File: src/rtl/mcr_write_pkg.sv
package mcr_write_pkg;
  localparam int unsigned CTL_W  = 32;
  localparam int unsigned PG_POS = 31;
  localparam int unsigned WP_POS = 16;
  localparam int unsigned PE_POS = 0;
  localparam int unsigned MP_POS = 1;
  localparam int unsigned ET_POS = 4;
  localparam int unsigned FPU_N  = 3;

  localparam logic [CTL_W-1:0] FLUSH_MASK =
    (CTL_W'(1) << PG_POS) | (CTL_W'(1) << WP_POS) | (CTL_W'(1) << PE_POS);
  localparam logic [CTL_W-1:0] FORCE_ONE = CTL_W'(1) << ET_POS;
  localparam logic [CTL_W-1:0] RESET_VAL = FORCE_ONE;

  typedef struct packed {
    logic flush;
    logic commit;
    logic enterLm;
    logic exitLm;
  } wrStrobe_t;
endpackage

File: src/rtl/mcr_write_ctrl.sv
module mcr_write_ctrl
  import mcr_write_pkg::*;
(
  input  logic             wrEn,
  input  logic [CTL_W-1:0] wrData,
  input  logic             addrExtEn,
  input  logic             lmEnable,
  input  logic [CTL_W-1:0] curReg,
  input  logic             curLong,
  output wrStrobe_t        strobe
);
  logic pgRise;
  logic pgFall;
  logic enterTry;
  logic abandon;

  always_comb begin
    pgRise   = !curReg[PG_POS] && wrData[PG_POS];
    pgFall   = curReg[PG_POS] && !wrData[PG_POS];
    enterTry = wrEn && pgRise && lmEnable;
    abandon  = enterTry && !addrExtEn;

    strobe.flush   = wrEn && (|((wrData ^ curReg) & FLUSH_MASK));
    strobe.commit  = wrEn && !abandon;
    strobe.enterLm = enterTry && addrExtEn;
    strobe.exitLm  = wrEn && pgFall && curLong;
  end
endmodule

File: src/rtl/mcr_write_dp.sv
module mcr_write_dp
  import mcr_write_pkg::*;
(
  input  logic             clk,
  input  logic             rstN,
  input  wrStrobe_t        strobe,
  input  logic [CTL_W-1:0] wrData,
  input  logic             code64Load,
  output logic [CTL_W-1:0] ctlReg,
  output logic             longActive,
  output logic             codeWide64,
  output logic             truncPcPulse,
  output logic             flushPulse,
  output logic             protMode,
  output logic             addSegFlag,
  output logic [FPU_N-1:0] fpuFlags
);
  always_ff @(posedge clk) begin
    if (!rstN) begin
      ctlReg       <= RESET_VAL;
      longActive   <= 1'b0;
      codeWide64   <= 1'b0;
      truncPcPulse <= 1'b0;
      flushPulse   <= 1'b0;
      protMode     <= 1'b0;
      addSegFlag   <= 1'b0;
      fpuFlags     <= '0;
    end else begin
      flushPulse   <= strobe.flush;
      truncPcPulse <= strobe.exitLm;
      if (strobe.commit) begin
        ctlReg   <= wrData | FORCE_ONE;
        protMode <= wrData[PE_POS];
        fpuFlags <= wrData[MP_POS +: FPU_N];
        if (!wrData[PE_POS]) addSegFlag <= 1'b1;
      end
      if (strobe.exitLm) begin
        longActive <= 1'b0;
        codeWide64 <= 1'b0;
      end else begin
        if (strobe.enterLm) longActive <= 1'b1;
        if (code64Load && longActive) codeWide64 <= 1'b1;
      end
    end
  end

  AST_CODE64_NEEDS_LM: assert property (@(posedge clk) disable iff (!rstN)
    codeWide64 |-> longActive);
  AST_ADDSEG_STICKY: assert property (@(posedge clk) disable iff (!rstN)
    addSegFlag |=> addSegFlag);
  AST_TRUNC_ON_EXIT: assert property (@(posedge clk) disable iff (!rstN)
    truncPcPulse |-> (!longActive && !codeWide64));
  AST_ET_STAYS_SET: assert property (@(posedge clk) disable iff (!rstN)
    ctlReg[ET_POS]);
endmodule

File: src/rtl/mcr_write_top.sv
module mcr_write_top
  import mcr_write_pkg::*;
(
  input  logic        clk,
  input  logic        rstN,
  input  logic        wrEn,
  input  logic [31:0] wrData,
  input  logic        addrExtEn,
  input  logic        lmEnable,
  input  logic        code64Load,
  output logic [31:0] ctlReg,
  output logic        longActive,
  output logic        codeWide64,
  output logic        truncPcPulse,
  output logic        flushPulse,
  output logic        protMode,
  output logic        addSegFlag,
  output logic        fpuMonitor,
  output logic        fpuEmulate,
  output logic        fpuTaskSw
);
  wrStrobe_t        strobe;
  logic [FPU_N-1:0] fpuFlags;

  mcr_write_ctrl i_ctrl (
    .wrEn      (wrEn),
    .wrData    (wrData),
    .addrExtEn (addrExtEn),
    .lmEnable  (lmEnable),
    .curReg    (ctlReg),
    .curLong   (longActive),
    .strobe    (strobe)
  );

  mcr_write_dp i_dp (
    .clk          (clk),
    .rstN         (rstN),
    .strobe       (strobe),
    .wrData       (wrData),
    .code64Load   (code64Load),
    .ctlReg       (ctlReg),
    .longActive   (longActive),
    .codeWide64   (codeWide64),
    .truncPcPulse (truncPcPulse),
    .flushPulse   (flushPulse),
    .protMode     (protMode),
    .addSegFlag   (addSegFlag),
    .fpuFlags     (fpuFlags)
  );

  assign fpuMonitor = fpuFlags[0];
  assign fpuEmulate = fpuFlags[1];
  assign fpuTaskSw  = fpuFlags[2];

  AST_IDLE_STABLE: assert property (@(posedge clk) disable iff (!rstN)
    !wrEn |=> ($stable(ctlReg) && !flushPulse && !truncPcPulse));
  AST_DROP_NO_PAE: assert property (@(posedge clk) disable iff (!rstN)
    (wrEn && lmEnable && !addrExtEn && !ctlReg[PG_POS] && wrData[PG_POS])
      |=> ($stable(ctlReg) && !longActive));
  AST_ENTER_LM: assert property (@(posedge clk) disable iff (!rstN)
    (wrEn && lmEnable && addrExtEn && !ctlReg[PG_POS] && wrData[PG_POS])
      |=> longActive);
  AST_FLUSH_CAUSE: assert property (@(posedge clk) disable iff (!rstN)
    flushPulse |-> $past(wrEn));
endmodule

File: config.mk
export PLATFORM = sky130hd
export DESIGN_NAME = mcr_write_top
export DESIGN_NICKNAME = d
export VERILOG_FILES = /design/src/rtl/mcr_write_pkg.sv /design/src/rtl/mcr_write_ctrl.sv /design/src/rtl/mcr_write_dp.sv /design/src/rtl/mcr_write_top.sv
export SDC_FILE = /design/constraint.sdc
export NUM_CORES = 1
export LEC_CHECK = 0
export BUFFER_PORTS_ARGS = -buffer_cell sky130_fd_sc_hd__clkbuf_2
export CAP_MARGIN = 25
export CELL_PAD_IN_SITES_DETAIL_PLACEMENT = 0
export CELL_PAD_IN_SITES_GLOBAL_PLACEMENT = 2
export CORE_AREA = 2 2 83 85
export CTS_CLUSTER_SIZE = 28
export DETAILED_ROUTE_END_ITERATION = 8
export DIE_AREA = 0 0 85 87
export HOLD_SLACK_MARGIN = 0.02
export MAX_ROUTING_LAYER = met4
export PLACE_DENSITY = 0.78
export SETUP_SLACK_MARGIN = 0.02
export SLEW_MARGIN = 25
export SYNTH_ARGS = -nofsm -noshare
export SYNTH_HDL_FRONTEND = slang
export SYNTH_SLANG_ARGS = --single-unit
File: constraint.sdc
create_clock -name clk -period 1.4 [get_ports clk]
set_input_delay 0.28 -clock clk [delete_from_list [all_inputs] [get_ports clk]]
set_output_delay 0.28 -clock clk [all_outputs]
set_load 0.005 [all_outputs]
==> metrics.md <==
| Metric | Value |
|---|---|
| Clock latency on the worst-skew pair | `0.28 ns` |
| Buf/Inv on CP | `2` |
| Clock Root Buffer | `clkbuf_8` |
| CTS max path bufs | `2` |
| Fin crit share | `90.55%` |
| Internal | `0.001669 W` |
| # port buffers | `76` |
| Power per Cell Area | `1072 nW/um^2` |
| Fillers | `between 700 and 800` |
| Pins Over Slew Limit | `0` |
| Global-route wire length before repair | `5409 microns` |
| Total CTS buffers | `5` |
| Max cap viols | `0` |
| Run status | `complete, no violations` |
| Reg2reg start | `i_dp.ctlReg[31]$_SDFFE_PN0P_` |
| Detail Placement HPWL | `2451 microns` |
| RSZ-0062 raised after global routing | `false` |
| Final Hold Fails | `0` |
| I/O pin cnt | `79` |
| Area Growth Syn to Fin | `35.49%` |
| Sw frac | `24.71%` |
| Layout cell share with drive strength beyond 1 | `37.30%` |
| Crit. Startpoint | `i_dp.ctlReg[31]$_SDFFE_PN0P_` |
| Drt pass-1 iters | `4` |
| H-tree depth | `2` |
| HP Class | `input pin to register` |
| Synth warn | `0` |
| Gp weighted congestion | `0.6469` |
| Sequential share of power | `50.7%` |
| Worst-path maximum fanout | `16` |
| Area of the mapped netlist | `1526 sq um` |
| Setup crit end kind | `register` |
| 1st-iter DRT viols | `45` |
| Delay of the slowest cell on the worst path | `0.33 ns` |
| FF-to-FF End | `i_dp.ctlReg[8]$_SDFFE_PN0P_` |
| Cell count after placement | `316` |
| Syn Nets | `209` |
| Netlist cell types | `19` |
| Startpoint Class | `register` |
| DR vias | `1322` |
| Worst Skew | `0.005211 ns` |
| Initial Utilization | `23.24%` |
| CP delay by family, top | `flip-flops` |
| Worst Path Required | `1.61 ns` |
| Worst Hold End | `i_dp.ctlReg[9]$_SDFFE_PN0P_` |
| Antenna cells | `0` |
| Fin nets | `283` |
| Min-delay src | `wrData[9]` |
| Via density | `4.080` |
| Worst Hold Depth | `3` |
| Part of the power in combinational logic | `approximately 15%` |
| Antenna-violating nets left | `0` |
| Final setup viols | `0` |
| Final Critical Period | `1.268 ns` |
| Leak Pwr | `1.054 nW` |
| Setup CP Type | `register to register` |
| Die H | `87 microns` |
| Die area | `between 7000 and 8000 sq um` |
| Core Area | `6569 sq um` |
| Clock slew at reported path FFs | `roughly 0.07 ns` |
| FF-to-FF path depth | `6` |
| Final Core Density | `31.49%` |
| Top-area cell type share of the netlist area | `between 40% and 50%` |
| Sequential cell area | `720.7 sq um` |
| # rows | `30` |
| Final non-filler cell total | `324` |
| Crit-path slowest cell | `dfxtp_1` |
| CTS tree | `built` |
| Largest net degree at the start of global routing | `37` |
| Switch Pwr | `0.0005479 W` |
| Area contributors post-synth | `dfxtp_1, mux2i_1, nand2_1, buf_8, buf_4` |
| F_max | `788.8 MHz` |
| Routed len/inst | `10.27 microns` |
| Post-synth top area cell | `dfxtp_1` |
| Worst R2R Setup Slack | `0.13 ns` |
| Drt drc | `0` |
| Initial antenna violation count | `0` |
| Postcts setup bufs | `0` |
| Yosys reg bits | `36` |
| Area of the multi-input gates | `675.6 sq um` |
| All-Layer GR Usage | `9.744%` |
| Gr ovfl total | `0` |
| Sequential-to-total area share from yosys stat | `47.21%` |
| Clock Sinks | `36` |
| Maximum VDD drop | `328.2 uV` |
| DIE WIDTH | `approximately 85 microns` |
| CP Data Arrival Time | `approximately 1.5 ns` |
| Detailed-route wire length | `3327 microns` |
| Syn Area/Cell | `9.032 sq um` |
| Cells after synthesis | `169` |
| CP cell instances | `inv_1, ha_1, nand2_1, o21a_4, buf_12, mux2i_1` |
| Part of the power in the clock network | `34.3%` |
| Total power | `0.002217 W` |
| Setup TNS | `0 ns` |
| Vias in the first global route | `1201` |
-- power by group through the flow --
stage	Combinational [W]	Sequential (W)	Clock (W)
5_1_grt	0.000374	0.00113	0.000859
3_3_place_gp	0.000337	0.00115	0
3_5_place_dp	0.000339	0.00115	0
6_report	0.000332	0.00112	0.000760
4_1_cts	0.000340	0.00113	0.000819
2_1_floorplan	0.000184	0.00115	0
-- routing by layer --
metal  vias to the layer above  track usage, %  share of wire, %
met5                         -               -                 0
met4                         0           4.762               1.8
met3                         5           3.128               7.2
met2                        45           14.63                46
met1                       592           11.80                45
li1                        680               -                 -
-- layout make-up --
type,count,area share (%)
Multi-Input combinational cell,114,32.67
Sequential cell,36,34.85
Clock buffer,8,4.356
Tap cell,80,4.840
Timing Repair Buffer,83,22.75
Inverter,3,0.5445
-- timing repair --
| item | CTS | global route |
|---|---|---|
| hold buffers | 0 | 0 |
| setup endpoints to repair | 0 | 13 |
| resized for setup | 0 | 1 |
| endpoints found under the hold margin | 0 | 0 |
-- worst max path at each step --
stage | to | slack, ns | depth (start not counted)
floorplan | i_dp.ctlReg[0]$_SDFFE_PN0P_ | 0.16 | 7
global placement | i_dp.ctlReg[7]$_SDFFE_PN0P_ | 0.07 | 6
detailed placement | i_dp.ctlReg[8]$_SDFFE_PN0P_ | 0.05 | 6
CTS | i_dp.ctlReg[8]$_SDFFE_PN0P_ | 0.07 | 6
global route | i_dp.ctlReg[22]$_SDFFE_PN0P_ | 0.02 | 6
finish | i_dp.ctlReg[8]$_SDFFE_PN0P_ | 0.13 | 6
-- kinds of logic after synthesis --
family,after synthesis,synth area share [%]
xor gates and xnor gates,2,1.148
DFF,36,47.21
other,1,0.2457
and+or+nand+nor,73,18.20
buffers and inverters,19,9.016
muxes,31,20.33
adders and majority gates,2,1.639
AOI/OAI and AO/OA,5,2.214
-- Yosys cell counts (all sizes together) --
cell type,n
dfxtp,36
xnor2,2
buf,14
nand3,1
conb,1
o21a,1
a21oi,2
a22o,1
or3,1
clkbuf,2
inv,3
mux2i,31
nor2,3
a31oi,1
ha,2
nand2,68
-- worst min-delay path, delay by kind of cell --
family | cells | cell delay [ns]
buffers and inverters | 1 | 0.08
muxes | 1 | 0.05
and+or+nand+nor | 1 | 0.04
-- through the flow --
step           hold slack (ns)  worst slack (ns)  instance area [sq um]
2_1_floorplan           0.3962            0.1560                   1526
3_3_place_gp            0.4408           0.07220                   1972
3_5_place_dp            0.4465           0.04570                   1972
4_1_cts                 0.2023           0.07338                   2062
5_1_grt                 0.2090           0.02482                   2068
6_report                0.2166            0.1322                   2068
-- cells in the final DEF (no fill, tap or decap) --
cell type / count
ha_1: 2
xnor2_1: 2
or3_1: 1
clkbuf_8: 6
a22o_2: 1
nand3_1: 1
a31oi_1: 1
mux2i_1: 31
dfxtp_1: 36
o21a_4: 1
nand2_1: 68
buf_12: 3
clkbuf_1: 2
nor2_1: 3
inv_1: 3
conb_1: 1
a21oi_1: 2
buf_4: 4
clkbuf_2: 76
-- state kept, by name, indices dropped and copies added, names as in the netlist --
| register | flops |
|---|---|
| i_dp.addSegFlag | 1 |
| i_dp.fpuFlags | 2 |
| i_dp.longActive | 1 |
| i_dp.flushPulse | 1 |
| i_dp.codeWide64 | 1 |
| i_dp.ctlReg | 29 |
| i_dp.truncPcPulse | 1 |
No activity file was read; power rests on OpenSTA's default activity.
